[config.mk]
export PLATFORM = sky130hd
export DESIGN_NAME = phy_tune_seq
export DESIGN_NICKNAME = d
export VERILOG_FILES = /design/src/rtl/phy_tune_pkg.sv /design/src/rtl/phy_tune_ctrl.sv /design/src/rtl/phy_tune_strb.sv /design/src/rtl/phy_tune_word.sv /design/src/rtl/phy_tune_seq.sv
export SDC_FILE = /design/constraint.sdc
export NUM_CORES = 1
export LEC_CHECK = 0
export ABC_AREA = 1
export BUFFER_PORTS_ARGS = -buffer_cell sky130_fd_sc_hd__buf_2
export CAP_MARGIN = 20
export CORE_UTILIZATION = 45
export CTS_CLUSTER_SIZE = 40
export DETAILED_ROUTE_END_ITERATION = 16
export PLACE_DENSITY = 0.7
export SLEW_MARGIN = 5
export SYNTH_ARGS = -nofsm -noshare
export SYNTH_HDL_FRONTEND = slang
export SYNTH_SLANG_ARGS = --single-unit
[constraint.sdc]
create_clock -name clk -period 1.65 [get_ports clk]
set_input_delay 0.165 -clock clk [delete_from_list [all_inputs] [get_ports clk]]
set_output_delay 0.165 -clock clk [all_outputs]
set_load 0.05 [all_outputs]
[src/rtl/phy_tune_pkg.sv]
package phy_tune_pkg;
  // Field positions inside the PHY control word (fixed by the PHY's decoding)
  localparam int ADDR_W   = 8;
  localparam int ADDR_LSB = 8;
  localparam int DATA_POS = 7;

  typedef enum logic [2:0] {
    ST_IDLE,
    ST_CLEAR,
    ST_ADDR,
    ST_DATA,
    ST_STRB_HI,
    ST_STRB_LO
  } step_e;
endpackage

[src/rtl/phy_tune_ctrl.sv]
module phy_tune_ctrl
  import phy_tune_pkg::*;
#(
  parameter int MAX_BITS    = 8,
  parameter bit CLEAR_FIRST = 1'b0,
  parameter int CNT_W       = 4
) (
  input  logic             clk,
  input  logic             rst,
  input  logic             req_valid,
  input  logic [CNT_W-1:0] req_len,
  output logic             req_ready,
  output logic             accept,
  output logic             busy,
  output logic             done,
  output step_e            step,
  output logic [CNT_W-1:0] bit_idx
);
  step_e            step_q;
  logic [CNT_W-1:0] len_q;
  logic [CNT_W-1:0] idx_q;
  logic             done_q;
  logic [CNT_W-1:0] eff_len;

  assign eff_len   = (req_len > CNT_W'(MAX_BITS)) ? CNT_W'(MAX_BITS) : req_len;
  assign req_ready = (step_q == ST_IDLE);
  assign accept    = req_ready && req_valid;
  assign busy      = (step_q != ST_IDLE);
  assign done      = done_q;
  assign step      = step_q;
  assign bit_idx   = idx_q;

  always_ff @(posedge clk) begin
    if (rst) begin
      step_q <= ST_IDLE;
      len_q  <= '0;
      idx_q  <= '0;
      done_q <= 1'b0;
    end else begin
      done_q <= 1'b0;
      case (step_q)
        ST_IDLE: begin
          if (accept) begin
            idx_q <= '0;
            len_q <= eff_len;
            if (eff_len == '0) done_q <= 1'b1;
            else step_q <= CLEAR_FIRST ? ST_CLEAR : ST_ADDR;
          end
        end
        ST_CLEAR:   step_q <= ST_ADDR;
        ST_ADDR:    step_q <= ST_DATA;
        ST_DATA:    step_q <= ST_STRB_HI;
        ST_STRB_HI: step_q <= ST_STRB_LO;
        ST_STRB_LO: begin
          if (idx_q == len_q - 1'b1) begin
            step_q <= ST_IDLE;
            done_q <= 1'b1;
          end else begin
            idx_q  <= idx_q + 1'b1;
            step_q <= ST_ADDR;
          end
        end
        default: step_q <= ST_IDLE;
      endcase
    end
  end
endmodule

[src/rtl/phy_tune_strb.sv]
module phy_tune_strb #(
  parameter int NUM_PORTS = 4,
  parameter int PORT_W    = 2,
  parameter int CTRL_W    = 32
) (
  input  logic [PORT_W-1:0] port,
  output logic [CTRL_W-1:0] mask
);
  // Port n owns bit 2*n of the control word
  for (genvar b = 0; b < CTRL_W; b++) begin : g_bit
    if ((b % 2 == 0) && (b / 2 < NUM_PORTS)) begin : g_strb
      assign mask[b] = (port == PORT_W'(b / 2));
    end else begin : g_none
      assign mask[b] = 1'b0;
    end
  end
endmodule

[src/rtl/phy_tune_word.sv]
module phy_tune_word
  import phy_tune_pkg::*;
#(
  parameter int CTRL_W = 32
) (
  input  logic              clk,
  input  logic              rst,
  input  step_e             step,
  input  logic [ADDR_W-1:0] addr,
  input  logic              dbit,
  input  logic [CTRL_W-1:0] strb_mask,
  output logic [CTRL_W-1:0] ctrl_word
);
  logic [CTRL_W-1:0] word_q;
  assign ctrl_word = word_q;

  always_ff @(posedge clk) begin
    if (rst) begin
      word_q <= '0;
    end else begin
      case (step)
        ST_CLEAR:   word_q <= '0;
        ST_ADDR:    word_q[ADDR_LSB +: ADDR_W] <= addr;
        ST_DATA: begin
          word_q           <= word_q & ~strb_mask;
          word_q[DATA_POS] <= dbit;
        end
        ST_STRB_HI: word_q <= word_q | strb_mask;
        ST_STRB_LO: word_q <= word_q & ~strb_mask;
        default:    word_q <= word_q;
      endcase
    end
  end
endmodule

[src/rtl/phy_tune_seq.sv]
module phy_tune_seq
  import phy_tune_pkg::*;
#(
  parameter int NUM_PORTS   = 4,
  parameter int CTRL_W      = 32,
  parameter int MAX_BITS    = 8,
  parameter bit CLEAR_FIRST = 1'b0,
  localparam int PORT_W     = (NUM_PORTS > 1) ? $clog2(NUM_PORTS) : 1,
  localparam int CNT_W      = $clog2(MAX_BITS + 1)
) (
  input  logic                clk,
  input  logic                rst,
  input  logic                req_valid,
  output logic                req_ready,
  input  logic [PORT_W-1:0]   req_port,
  input  logic [ADDR_W-1:0]   req_addr,
  input  logic [MAX_BITS-1:0] req_data,
  input  logic [CNT_W-1:0]    req_len,
  output logic                busy,
  output logic                done,
  output logic [CTRL_W-1:0]   ctrl_word
);
  logic                accept;
  step_e               step;
  logic [CNT_W-1:0]    bit_idx;
  logic [PORT_W-1:0]   lat_port;
  logic [ADDR_W-1:0]   lat_addr;
  logic [MAX_BITS-1:0] lat_data;
  logic [MAX_BITS-1:0] data_sh;
  logic [ADDR_W-1:0]   cur_addr;
  logic [CTRL_W-1:0]   strb_mask;

  always_ff @(posedge clk) begin
    if (rst) begin
      lat_port <= '0;
      lat_addr <= '0;
      lat_data <= '0;
    end else if (accept) begin
      lat_port <= req_port;
      lat_addr <= req_addr;
      lat_data <= req_data;
    end
  end

  assign cur_addr = lat_addr + ADDR_W'(bit_idx);
  assign data_sh  = lat_data >> bit_idx;

  phy_tune_ctrl #(
    .MAX_BITS(MAX_BITS), .CLEAR_FIRST(CLEAR_FIRST), .CNT_W(CNT_W)
  ) u_ctrl (
    .clk(clk), .rst(rst), .req_valid(req_valid), .req_len(req_len),
    .req_ready(req_ready), .accept(accept), .busy(busy), .done(done),
    .step(step), .bit_idx(bit_idx)
  );

  phy_tune_strb #(
    .NUM_PORTS(NUM_PORTS), .PORT_W(PORT_W), .CTRL_W(CTRL_W)
  ) u_strb (
    .port(lat_port), .mask(strb_mask)
  );

  phy_tune_word #(.CTRL_W(CTRL_W)) u_word (
    .clk(clk), .rst(rst), .step(step), .addr(cur_addr),
    .dbit(data_sh[0]), .strb_mask(strb_mask), .ctrl_word(ctrl_word)
  );
endmodule

==> results of run 1 <==
==> power by group <==
group | switching (mW) | internal (mW) | leakage (nW)
Clock | 0.363 | 0.298 | 0.0422
Combinational | 0.419 | 0.159 | 0.887
Sequential | 0.0530 | 1.11 | 0.353
==> layer usage <==
| metal | track usage (%) | part of all wire, % | vias to the layer above |
|---|---|---|---|
| li1 | - | - | 1114 |
| met1 | 23.4 | 48 | 911 |
| met2 | 31.7 | 45 | 60 |
| met3 | 4.94 | 5.1 | 6 |
| met4 | 8.12 | 1.6 | 0 |
| met5 | 0 | 0 | - |
==> cells by family after synthesis <==
family	Yosys count	synth area share, %
buf+inv	66	15.1
fa+ha+maj	7	4.09
other cells	1	0.161
xor+xnor	3	1.13
flops	43	37.0
compound gates	61	14.4
simple gates	148	28.1
==> metrics by stage <==
| step | TNS (ns) | util (%) | total power, mW |
|---|---|---|---|
| after global placement | 0 | 52.3 | 1.76 |
| after CTS | 0 | 54.0 | 2.42 |
| after global routing | -0.0557 | 54.6 | 2.54 |
| final | 0 | 54.6 | 2.41 |
| after floorplan | 0 | - | 1.67 |
| after detailed placement | 0 | 52.3 | 1.76 |
==> state kept, by name (all words and copies together), names as in the netlist <==
name              flops
u_ctrl.step           3
u_ctrl.bit_idx        4
u_word.ctrl_word     13
lat_port              2
u_ctrl.done           1
u_ctrl.len_q          4
lat_data              8
lat_addr              8
==> critical path, stage by stage (launching register included) <==
cell and delay (ns):
dfxtp_2 0.34, ha_4 0.16, fa_2 0.37, nand2_2 0.08, nand2_1 0.05, nand2_1 0.07, nand2_1 0.07, nand2_1 0.08
o21ai_1 0.06, nand2_1 0.06, nand2_1 0.05, a21oi_2 0.13
==> path summary, 6_finish.rpt <==
kind | cells after the start | slack [ns] | endpoint | start
max reg2reg | 11 | 0.07 | u_word.ctrl_word[14]$_SDFFE_PP0P_ | u_ctrl.bit_idx[0]$_SDFFE_PP0P_
max | 11 | 0.07 | u_word.ctrl_word[14]$_SDFFE_PP0P_ | u_ctrl.bit_idx[0]$_SDFFE_PP0P_
min | 3 | 0.08 | lat_data[6]$_SDFFE_PP0P_ | req_data[6]
min reg2reg | 2 | 0.46 | u_word.ctrl_word[12]$_SDFFE_PP0P_ | u_word.ctrl_word[12]$_SDFFE_PP0P_
==> cell type report <==
cell class | count | share of cell area, %
clock buffer | 7 | 2.88
clock inverter | 1 | 0.189
multi-input combinational | 238 | 45.4
tap | 67 | 3.17
timing repair buffer | 50 | 10.4
inverter | 37 | 5.34
sequential | 43 | 32.7
==> what timing repair did <==
item | 4_1_cts | 5_1_grt
gates resized for setup | 1 | 8
endpoints found under the setup margin | 1 | 2
setup buffers | 0 | 1
pin swaps | 0 | 6
==> synth_stat cells <==
cell type	number
nand2_1	65
nor2_1	44
dfxtp_1	43
inv_1	33
a21oi_1	27
o21ai_0	23
nand3_1	21
buf_4	20
ha_1	6
nand4_1	5
buf_6	3
inv_2	3
o32ai_1	3
buf_1	2
buf_2	2
clkbuf_1	2
nand2_2	2
nand2_4	2
nor2_2	2
nor2_4	2
nor3_1	2
o21a_1	2
o21ai_1	2
xnor2_1	2
a21boi_1	1
conb_1	1
fa_1	1
inv_4	1
nand3_2	1
nor3_2	1
o211ai_1	1
o21ai_2	1
o22a_2	1
or2_2	1
xor2_1	1
==> results.toml, run 1 <==
[die]
core_area_mm2 = 0.00485
die_h_um = 73.9
rows = 25
boundaryPins = 60
die_w_um = 73.9
dieArea_mm2 = 0.00545
start_util_pct = 47.9

[sta]
fin_skew_ns = 0.00782
min_period_ns = 1.58
drv_slew = 0
period_share_pct = 95.8
rsz0062_at_grt = "true"
hold_violations = 0
whs_ns = 0.0794
max_freq_mhz = 632
finalSetupViolCount = 0
postLayoutSetupSlackWorst_ns = 0.0686

[cts]
ctsHtreeMaxLevel = 2
cts_buffers = 5
clkLatencyLatePin_ns = 0.30
cts_buffer_depth = 2
ctsHoldBuffers = 0
cts_tree = "built"
root_buffer = "clkbuf_8"
clk_pin_slew_ns = 0.08
cts_sinks = 43

[outcome]
outcome = "finished clean"

[job]
max-cap-violations = 0

[synthesis]
syn-cell-area_mm2 = 0.00232
synthCells = 329
synth_top_area_share_pct = 37.0
ys_ff_latch = 43
avgSynthCellArea_um2 = 7.06
synth_top_area_cell = "dfxtp_1"
seq_area_frac_synth_pct = 37.0
synth_cell_type_count = 35
yosysWarnings = 0
yosys-top-cells-area = "dfxtp_1 37%, nand2_1 11%, nor2_1 7.1%"

[worst_hold_path]
worstHoldPathType = "in2reg"

[drt]
vias_per_cell = 4.72
first_pass_iters = 4
drc_errors = 0
wl_per_cell_um = 10.8
final_antenna_net_count = 0
dr.first_iter.drc_count = 61
routed_wl_mm = 4.81
via_count = 2091

[placed_design]
place_ws_ns = 0.0167
io_buffers = 40
dpl.hpwl_mm = 3.57
dp.cells = 434
gp_congestion = 0.885
place_area_mm2 = 0.00253

[setup_path]
required_ns = 1.89
critPathLaunchType = "flop"
path_max_fanout = 2
crit_type = "reg2reg"
cp-end-kind = "flop"
arrival_ns = 1.82

[finish]
multiInputGateArea_mm2 = 0.00120
drive_above_1_share_pct = 21.3
fillCellCount = 491
syn_to_final_growth_pct = 13.9
seq_area_um2 = 865
stdcell_area_mm2 = 0.00265
diodes = 0
final_common_cell = "nand2_1"
final_cells = 443
final_cell_mix = "64 x nand2_1, 44 x nor2_1, 40 x buf_2, 40 x dfxtp_1, 33 x inv_1"
fin_nets = 407

[power_and_ir_drop]
ir_drop_mv = 0.440
p_leak_nw = 1.28
powerDensity_mw_per_mm2 = 909

[global_routing]
grt_pass1_wl_mm = 7.91
antenna_found_initial = 0
grt_max_degree = 33
grt_overflow_total = 0
first_global_vias = 1862
track_usage_pct = 19.1
Power figures use the tool's default switching activity.
==> inputs of run 2 (changes only) <==
==> constraint.sdc (replaced) <==
create_clock -name clk -period 1.65 [get_ports clk]
set_input_delay 0.495 -clock clk [delete_from_list [all_inputs] [get_ports clk]]
set_output_delay 0.495 -clock clk [all_outputs]
set_load 0.05 [all_outputs]
==> results.toml, run 2 (synthesized netlist as in run 1, its figures left out) <==
[finish]
syn_to_final_growth_pct = 14.2
drive_above_1_share_pct = 21.9
fillCellCount = 491
final_common_cell = "nand2_1"
final_cell_mix = "64 x nand2_1, 43 x nor2_1, 39 x dfxtp_1"
finalCoreUtilization_pct = 54.7
diodes = 0
largest_reg_flops = 13
final_cells = 441
fin_nets = 406

[power_and_ir_drop]
totalPowerFinal_mw = 2.44
powerDensity_mw_per_mm2 = 918
ir_drop_mv = 0.529
p_leak_nw = 1.29

[global_routing]
antenna_found_initial = 0
grt_max_degree = 33
grt_pass1_wl_mm = 8.12
first_global_vias = 1909
grt_overflow_total = 0
track_usage_pct = 19.5

[die]
dieArea_mm2 = 0.00545
boundaryPins = 60
rows = 25
die_h_um = 73.9
core_area_mm2 = 0.00485
die_w_um = 73.9
start_util_pct = 47.9

[cts]
cts_tree = "built"
clkLatencyLatePin_ns = 0.29
ctsHoldBuffers = 0
ctsHtreeMaxLevel = 2
cts_sinks = 43
cts_buffers = 5
root_buffer = "clkbuf_8"
clk_pin_slew_ns = 0.08
cts_buffer_depth = 2

[setup_path]
crit_type = "reg2out"
startpoint = "u_ctrl.step[2]$_SDFFE_PP0P_"
path_buf_inv = 3
critPathLaunchType = "flop"
slowest_stage = "dfxtp_1"
arrival_ns = 1.11
cpLargestDelayFamily = "flip-flops"
r2r_slack_ns = 0.09
slowest_delay_ns = 0.38
path_max_fanout = 4
crit_top_cell = "inv_1"
timing.rr.end = "u_word.ctrl_word[14]$_SDFFE_PP0P_"
r2r_cells = 11
cp-end-kind = "output port"
required_ns = 1.15
worstPathCellList = "inv_1, nand2_2, inv_1, buf_6"
reg2reg_from = "u_ctrl.bit_idx[0]$_SDFFE_PP0P_"

[drt]
vias_per_cell = 4.75
routed_wl_mm = 4.78
first_pass_iters = 4
dr.first_iter.drc_count = 62
via_count = 2096
drc_errors = 0
wl_per_cell_um = 10.8
final_antenna_net_count = 0

[sta]
setup_tns_ns = 0
finalSetupViolCount = 0
fin_skew_ns = 0.00654
period_share_pct = 97.3
hold_violations = 0
drv_slew = 0
min_period_ns = 1.61
whs_ns = 0.417
rsz0062_at_grt = "true"
max_freq_mhz = 623

[placed_design]
io_buffers = 40
dp.cells = 432
dpl.hpwl_mm = 3.51
gp_congestion = 0.873

[worst_hold_path]
worstHoldPathType = "in2reg"
hold_path_depth = 3
min_from = "req_data[6]"
hold_end = "lat_data[6]$_SDFFE_PP0P_"

[outcome]
outcome = "finished clean"

[job]
max-cap-violations = 0
## run 2: cell type report
| type | count | area [µm²] | share of cell area, % |
|---|---|---|---|
| Clock buffer | 6 | 82.6 | 3.11 |
| Clock inverter | 1 | 5.00 | 0.189 |
| Inverter | 37 | 141 | 5.33 |
| Multi-Input combinational cell | 238 | 1200 | 45.2 |
| Sequential cell | 43 | 866 | 32.6 |
| Tap cell | 67 | 83.8 | 3.16 |
| Timing Repair Buffer | 49 | 277 | 10.4 |
## run 2: what timing repair did
action | 4_1_cts | 5_1_grt
resized for setup | 5 | 8
setup buffers | 0 | 2
setup endpoints to repair | 2 | 6
pin swaps | 0 | 0
## run 2: power by group
group | internal, mW | switching (mW)
clock | 0.328 | 0.340
combinational | 0.174 | 0.422
sequential | 1.11 | 0.0569
total | 1.62 | 0.820
## run 2: worst max path at each step
stage          cells after the start                                end
2_1_floorplan                      3                          req_ready
3_3_place_gp                      11  u_word.ctrl_word[14]$_SDFFE_PP0P_
3_5_place_dp                      11  u_word.ctrl_word[14]$_SDFFE_PP0P_
4_1_cts                           11  u_word.ctrl_word[14]$_SDFFE_PP0P_
5_1_grt                           11  u_word.ctrl_word[14]$_SDFFE_PP0P_
6_report                           4                          req_ready
## run 2: worst min-delay path, delay by kind of cell
family                 cells  cell delay (ns)
buffers and inverters      1             0.07
and+or+nand+nor            2             0.11
## run 2: per-stage QoR
stage,instance area [µm²],setup slack (ns)
after floorplan,2390,0.0686
after global placement,2520,0.0647
after detailed placement,2520,0.0192
after CTS,2620,0.000342
after global routing,2650,-0.0215
final,2650,0.0443
## run 2: routing by layer
layer  global-route usage, %  part of all wire [%]  routed length [µm]  up-vias
li1                        -                     -                   -     1107
met1                    25.1                    49                2340      929
met2                    32.1                    45                2140       54
met3                    5.76                   5.3                 252        6
met4                    4.49                  0.86                  41        0
met5                       0                     0                   0        -
==> inputs of run 3 (changes only) <==
- ABC_AREA: 1 -> not set
- PLACE_DENSITY: 0.7 -> 0.82
==> results.toml, run 3 <==
[outcome]
outcome = "finished, violations left"
violations = "setup timing"

[sta]
min_period_ns = 1.78
rsz0062_at_grt = "true"
max_freq_mhz = 561
period_share_pct = 108
whs_ns = 0.428
tightest_slew_ns = 0.587
setup_tns_ns = -0.489
slew_headroom_pct = 60.8
fin_skew_ns = 0.00821
hold_violations = 0
finalSetupViolCount = 7
drv_slew = 0
postLayoutSetupSlackWorst_ns = -0.131

[job]
max-cap-violations = 0

[drt]
wl_per_cell_um = 13.2
drc_errors = 0
first_pass_iters = 5
vias_per_cell = 5.12
routed_wl_mm = 5.41
via_count = 2099
dr.first_iter.drc_count = 72
final_antenna_net_count = 0

[finish]
final_cells = 410
syn_to_final_growth_pct = 31.9
largest_reg_flops = 13
stdcell_area_mm2 = 0.00306
diodes = 0
final_cell_mix = "51 x nand2_1, 39 x buf_2, 34 x dfxtp_1"
final_common_cell = "nand2_1"
finalCoreUtilization_pct = 63.1
fin_nets = 374
drive_above_1_share_pct = 35.6

[placed_design]
place_ws_ns = -0.0999
io_buffers = 40
gp_congestion = 0.830
dpl.hpwl_mm = 3.72
place_area_mm2 = 0.00273
dp.cells = 395

[cts]
clk_pin_slew_ns = 0.09
clkLatencyLatePin_ns = 0.29
ctsHtreeMaxLevel = 2
cts_tree = "built"
cts_buffers = 5
cts_sinks = 43
cts_buffer_depth = 2
root_buffer = "clkbuf_8"

[die]
start_util_pct = 47.9
dieArea_mm2 = 0.00545
die_h_um = 73.8
boundaryPins = 60
core_area_mm2 = 0.00485
die_w_um = 73.8
rows = 25

[setup_path]
startpoint = "u_ctrl.step[0]$_SDFFE_PP0P_"
reg2reg_from = "u_ctrl.len_q[0]$_SDFFE_PP0P_"
required_ns = 1.15
crit_type = "reg2out"
path_max_fanout = 2
critPathLaunchType = "flop"
arrival_ns = 1.29
cp-end-kind = "output port"

[synthesis]
synth_top_area_share_pct = 37.1
syn-cell-area_mm2 = 0.00232
ys_ff_latch = 43
avgSynthCellArea_um2 = 8.23
ys_async_sr_fraction_pct = 0
seq_area_frac_synth_pct = 37.1
yosysMostFrequentCell = "nand2_1"
synth_top_area_cell = "dfxtp_1"
synth_cell_type_count = 47
synthCells = 282
yosys-top-cells-area = "dfxtp_1 37%, nand2_1 8.4%, a21oi_1 7.1%"
yosysWarnings = 0
yosys_most_used_dff = "dfxtp_1"
yosys-top-cells-count = "52 x nand2_1, 43 x dfxtp_1, 33 x a21oi_1"
synth_edf_count = 0

[global_routing]
first_global_vias = 1992
grt_pass1_wl_mm = 8.85
grt_max_degree = 26
track_usage_pct = 21.0
antenna_found_initial = 0
grt_overflow_total = 0

[power_and_ir_drop]
totalPowerFinal_mw = 2.70
p_leak_nw = 1.30
powerDensity_mw_per_mm2 = 882
ir_drop_mv = 0.520

[worst_hold_path]
worstHoldPathType = "in2reg"
min_from = "req_addr[1]"
==> run 3: cell type report <==
class | instances | area [µm²]
clock buffers | 6 | 93.8
clock inverters | 2 | 37.5
fillers | 395 | 1790
inverters | 8 | 33.8
multi-input cells | 213 | 1470
flip-flops and latches | 43 | 882
well taps | 67 | 83.8
repair buffers | 71 | 458
==> run 3: path summary, 6_finish.rpt <==
check,end,slack (ns),depth (start not counted)
worst max register to register,u_ctrl.bit_idx[0]$_SDFFE_PP0P_,-0.07,7
worst min-delay path,lat_addr[1]$_SDFFE_PP0P_,0.43,3
worst min register to register,lat_data[7]$_SDFFE_PP0P_,0.46,2
worst max-delay path,req_ready,-0.13,3
==> run 3: what timing repair did <==
action | in CTS | in global routing
gates resized for setup | 22 | 11
buffers inserted | 4 | 2
setup endpoints to repair | 12 | 31
pin swaps | 11 | 19
cloned | 0 | 1
hold endpoints to repair | 0 | 0
hold buffers | 0 | 0
==> run 3: metal layers <==
layer,wire length [µm],global-route usage [%],vias up
met1,2390,26.4,970
met4,55,7.48,0
met2,2730,35.2,67
met5,0,0,-
li1,-,-,1054
met3,243,4.80,8
==> run 3: critical path: stages, from the launching register on <==
cell        delay, ns
dfxtp_4          0.35
or3_4            0.40
clkinvlp_4       0.10
buf_8            0.14
==> run 3: logic make-up (layout without fill, tap and decap cells) <==
kind of cell / after synthesis / in the layout / share of synthesized area, %
buffers and inverters: 44 / 87 / 10.9
and+or+nand+nor: 111 / 111 / 23.5
DFF: 43 / 43 / 37.1
AOI/OAI and AO/OA: 61 / 61 / 16.6
muxes: 4 / 4 / 3.13
xor gates and xnor gates: 11 / 11 / 4.47
adders and majority gates: 7 / 7 / 4.10
other: 1 / 19 / 0.162
==> run 3: power breakdown <==
part / internal [mW] / total [mW] / switching, mW
logic: 0.235 / 0.654 / 0.419
registers: 1.09 / 1.14 / 0.0475
clock network: 0.542 / 0.908 / 0.365
